### src/rtl/mux16_io8_bridge.sv
module mux16_io8_bridge #(
  parameter int             DATA_W   = 8,
  parameter int             STAT_W   = 4,
  parameter logic [STAT_W-1:0] IO_CODE = 4'b0010,
  parameter bit             LANE_LOW = 1'b1
) (
  input  logic                    clk,
  input  logic                    rst_n,
  input  logic [2*DATA_W-1:0]     ad_i,
  output logic [2*DATA_W-1:0]     ad_o,
  output logic                    ad_oe,
  input  logic                    as_n,
  input  logic                    ds_n,
  input  logic                    rw,
  input  logic [STAT_W-1:0]       st,
  input  logic [2*DATA_W-3:0]     base_addr,
  output logic                    per_cs_n,
  output logic                    per_rs,
  output logic                    per_rd_n,
  output logic                    per_wr_n,
  input  logic [DATA_W-1:0]       per_d_i,
  output logic [DATA_W-1:0]       per_d_o,
  input  logic                    per_rdy,
  output logic                    wait_n
);
  localparam int BUS_W = 2 * DATA_W;

  logic [BUS_W-1:0]  addr_q;
  logic [STAT_W-1:0] st_q;
  logic              rw_q, cyc_q, ds_q, rdy_q;
  logic              hit, sel, rd_act, wr_act, wait_act;

  always_ff @(posedge clk or negedge rst_n) begin
    if (!rst_n) begin
      addr_q <= '0;
      st_q   <= '0;
      rw_q   <= 1'b1;
      cyc_q  <= 1'b0;
      ds_q   <= 1'b1;
    end else begin
      if (!as_n) begin
        addr_q <= ad_i;
        st_q   <= st;
        rw_q   <= rw;
        cyc_q  <= 1'b1;
      end else if (!ds_q && ds_n) begin
        cyc_q  <= 1'b0;
      end
      ds_q <= ds_n;
    end
  end

  always_ff @(posedge clk) rdy_q <= per_rdy;

  assign hit      = (st_q == IO_CODE) &&
                    (addr_q[BUS_W-1:2] == base_addr) &&
                    (addr_q[0] == LANE_LOW);
  assign sel      = cyc_q & as_n & hit;
  assign rd_act   = sel & ~ds_n & rw_q;
  assign wr_act   = sel & ~ds_n & ~rw_q;
  assign wait_act = sel & ~ds_n & ~(per_rdy & rdy_q);

  assign per_cs_n = ~sel;
  assign per_rs   = addr_q[1];
  assign per_rd_n = ~rd_act;
  assign per_wr_n = ~wr_act;
  assign wait_n   = ~wait_act;
  assign ad_oe    = rd_act;

  generate
    if (LANE_LOW) begin : g_low
      assign ad_o    = {{DATA_W{1'b0}}, per_d_i};
      assign per_d_o = ad_i[DATA_W-1:0];
    end else begin : g_high
      assign ad_o    = {per_d_i, {DATA_W{1'b0}}};
      assign per_d_o = ad_i[BUS_W-1:DATA_W];
    end
  endgenerate
endmodule

### config.mk
export PLATFORM = sky130hd
export DESIGN_NAME = mux16_io8_bridge
export DESIGN_NICKNAME = d
export VERILOG_FILES = /design/src/rtl/mux16_io8_bridge.sv
export SDC_FILE = /design/constraint.sdc
export NUM_CORES = 1
export LEC_CHECK = 0
export BUFFER_PORTS_ARGS = -buffer_cell sky130_fd_sc_hd__buf_2
export CAP_MARGIN = 20
export CORE_MARGIN = 2
export CORE_UTILIZATION = 45
export DETAILED_ROUTE_END_ITERATION = 6
export PLACE_DENSITY = 0.84
export SYNTH_ARGS = -nofsm -noshare
export SYNTH_HDL_FRONTEND = slang
export SYNTH_SLANG_ARGS = --single-unit
### constraint.sdc
create_clock -name clk -period 2.4 [get_ports clk]
set_input_delay 0.48 -clock clk [delete_from_list [all_inputs] [get_ports clk]]
set_output_delay 0.48 -clock clk [all_outputs]
set_load 0.02 [all_outputs]
==> impl_metrics.env <==
export IMPL_numCtsBuffers=3
export IMPL_yosys_area_share_simple=0.0802
export IMPL_whs_ns=0.121
export IMPL_synth_enable_flop_cells=0
export IMPL_postPlaceCellArea_um2=1410
export IMPL_die_h_um=57.0
export IMPL_drt_iter0_markers=9
export IMPL_synth_xor_area_share=0.0970
export IMPL_cap_violations=0
export IMPL_end_kind="output pin"
export IMPL_dieArea_um2=3250
export IMPL_worst_pin_slew_ns=0.506
export IMPL_finClkSkew_ns=0.000402
export IMPL_first_pass_iters=2
export IMPL_yosysSeqAreaShare=0.473
export IMPL_gp_congestion=0.661
export IMPL_syn_mean_instance_area_um2=12.3
export IMPL_diodes=0
export IMPL_portBuffers=53
export IMPL_crit_type="reg -> out"
export IMPL_coreArea_um2=2710
export IMPL_wl_per_cell_um=13.4
export IMPL_slew_headroom=0.662
export IMPL_worstPathArrival_ns=1.87
export IMPL_synth_compound_area_frac=0.00792
export IMPL_ir_drop_v=0.000369
export IMPL_rsz0062_at_grt="yes"
export IMPL_drc=0
export IMPL_p_total_mw=0.813
export IMPL_final_hold_viol_count=0
export IMPL_first_global_vias=888
export IMPL_critical_path_max_fanout=5
export IMPL_htreeDepth=1
export IMPL_fill_cells=252
export IMPL_cts_sinks=24
export IMPL_yosys_most_used_dff="dfrtp_1"
export IMPL_min_period_ns=2.35
export IMPL_start_util=0.466
export IMPL_vias_per_cell=4.70
export IMPL_regArea_um2=598
export IMPL_grt_antenna_before_repair=0
export IMPL_clk_latency_ns=0.30
export IMPL_worstHoldPathType="in -> async"
export IMPL_clk_pin_slew_worst_paths_ns=0.13
export IMPL_synthAdderAreaFrac=0
export IMPL_synth_top_cell_area_share=0.416
export IMPL_ys_types=19
export IMPL_rows=19
export IMPL_grt_pass1_wl_um=3740
export IMPL_final_area_um2=1460
export IMPL_ios=78
export IMPL_critPathLaunchType="flip-flop"
export IMPL_min_period_over_period=0.979
export IMPL_ys_ff_latch=24
export IMPL_powerDensity_nw_per_um2=557
export IMPL_yosysWarnings=0
export IMPL_antenna_left=0
export IMPL_slew_viol_final=0
export IMPL_syn_cell_area_um2=1260
export IMPL_status="complete, no violations"
export IMPL_num_vias=818
export IMPL_setup_viol=0
export IMPL_drive_above_1_share=0.580
export IMPL_synthMuxAreaShare=0.187
export IMPL_clockBufferDepth=2
export IMPL_grt_max_degree=24
export IMPL_critPathRequiredTime_ns=1.92
export IMPL_clock_root_buffer="clkbuf_4"
export IMPL_areaGrowthSynthToFinish_pct=15.4
export IMPL_die_w_um=57.0
export IMPL_synthArstFlopShare=0.958
export IMPL_synth_top_cell_by_area="dfrtp_1"
export IMPL_synth_top_family_by_area="multiplexers"
export IMPL_synthCells=103
export IMPL_tritoncts="yes"
export IMPL_max_freq_ghz=0.425
export IMPL_p_leak_nw=0.674
export IMPL_multi_input_area_um2=509
export IMPL_postLayoutCoreUtil=0.538
export IMPL_grtUsageTotal=0.146
export IMPL_wirelength_um=2340
export IMPL_grt_ovfl_total=0
export IMPL_final_nets=192
export IMPL_synth_area_leaders="dfrtp_1 (42%), mux2_2 (19%), buf_4 (14%)"
path summary, 6_finish.rpt:
path                            startpoint    endpoint  slack (ns)  depth (start not counted)
worst max-delay path               st_q[0]    per_wr_n        0.05                          6
worst min-delay path                 rst_n  addr_q[15]        0.12                          1
worst max register to register     st_q[3]     st_q[3]        1.58                          1
worst min register to register   addr_q[1]   addr_q[1]        0.52                          1
max in group asynchronous            rst_n        ds_q        1.91                          1
min in group clk                   per_rdy       rdy_q        0.29                          1
power by group:
part / total, mW / internal (mW) / switching (mW)
clock: 0.177 / 0.0647 / 0.112
sequential: 0.471 / 0.444 / 0.0271
combinational: 0.165 / 0.0873 / 0.0777
total: 0.813 / 0.596 / 0.217
cell usage after synthesis (2+ instances only):
master,count
buf_4,24
nand2_1,2
dfstp_2,2
nor2_1,2
dfrtp_1,21
nand3_1,2
nand4_1,5
xor2_1,2
buf_1,2
mux2_2,21
xnor2_1,12
flip-flops by register name, summed over array words and instances, names as in the netlist:
register,cells
ds_q,1
cyc_q,1
st_q,4
rw_q,1
addr_q,16
rdy_q,1
per-stage QoR:
stage               instances  setup WS [ns]  TNS (ns)
floorplan                 110          0.448         0
finish                    174         0.0494         0
global placement          169          0.275         0
global route              174        -0.0801    -0.170
detailed placement        169          0.224         0
CTS                       173        0.00329         0
critical path, stage by stage (launching register included):
cell and delay [ns]:
dfrtp_1 0.43, nor4b_4 0.31, nand4_1 0.18, nor4_4 0.26
buf_4 0.17, nand3_1 0.05, buf_2 0.17
cell type report:
class                           instances  area share
Clock buffer                            4      0.0180
Inverter                                1     0.00257
Multi-Input combinational cell         59       0.349
Sequential cell                        24       0.410
Tap cell                               31      0.0266
Timing Repair Buffer                   55       0.194
metal layers:
metal  global-route usage  part of all wire
met1                0.158              0.36
met2                0.289              0.56
met3               0.0317             0.080
met4               0.0266            0.0021
met5                    0                 0
logic make-up after synthesis:
logic type,count (synthesis)
multiplexers,21
buffers and inverters,27
XOR/XNOR,14
AND/OR/NAND/NOR,14
AO/OA/AOI/OAI,2
other,1
flip-flops,24
what timing repair did:
action,4_1_cts,5_1_grt
gates resized for setup,0,2
setup endpoints to repair,4,3
pin swaps,1,0
setup buffers,0,1
hold buffers,0,0
cell usage in the layout (no fill, tap or decap):
cell	synthesis	layout
dfxtp_1	1	1
mux2_2	21	21
nand2_1	2	2
conb_1	1	8
dfrtp_1	21	21
dfstp_2	2	2
clkbuf_4	0	3
and4_1	1	1
o21ai_0	1	1
buf_2	0	52
xnor2_1	12	12
nor4_4	1	1
nor4b_4	0	1
a21oi_1	1	1
xor2_1	2	2
inv_1	1	1
nand4_1	5	5
nor2_1	2	2
clkbuf_1	0	1
nand3_1	2	2
buf_4	24	3
No activity file was read; power rests on OpenSTA's default activity.
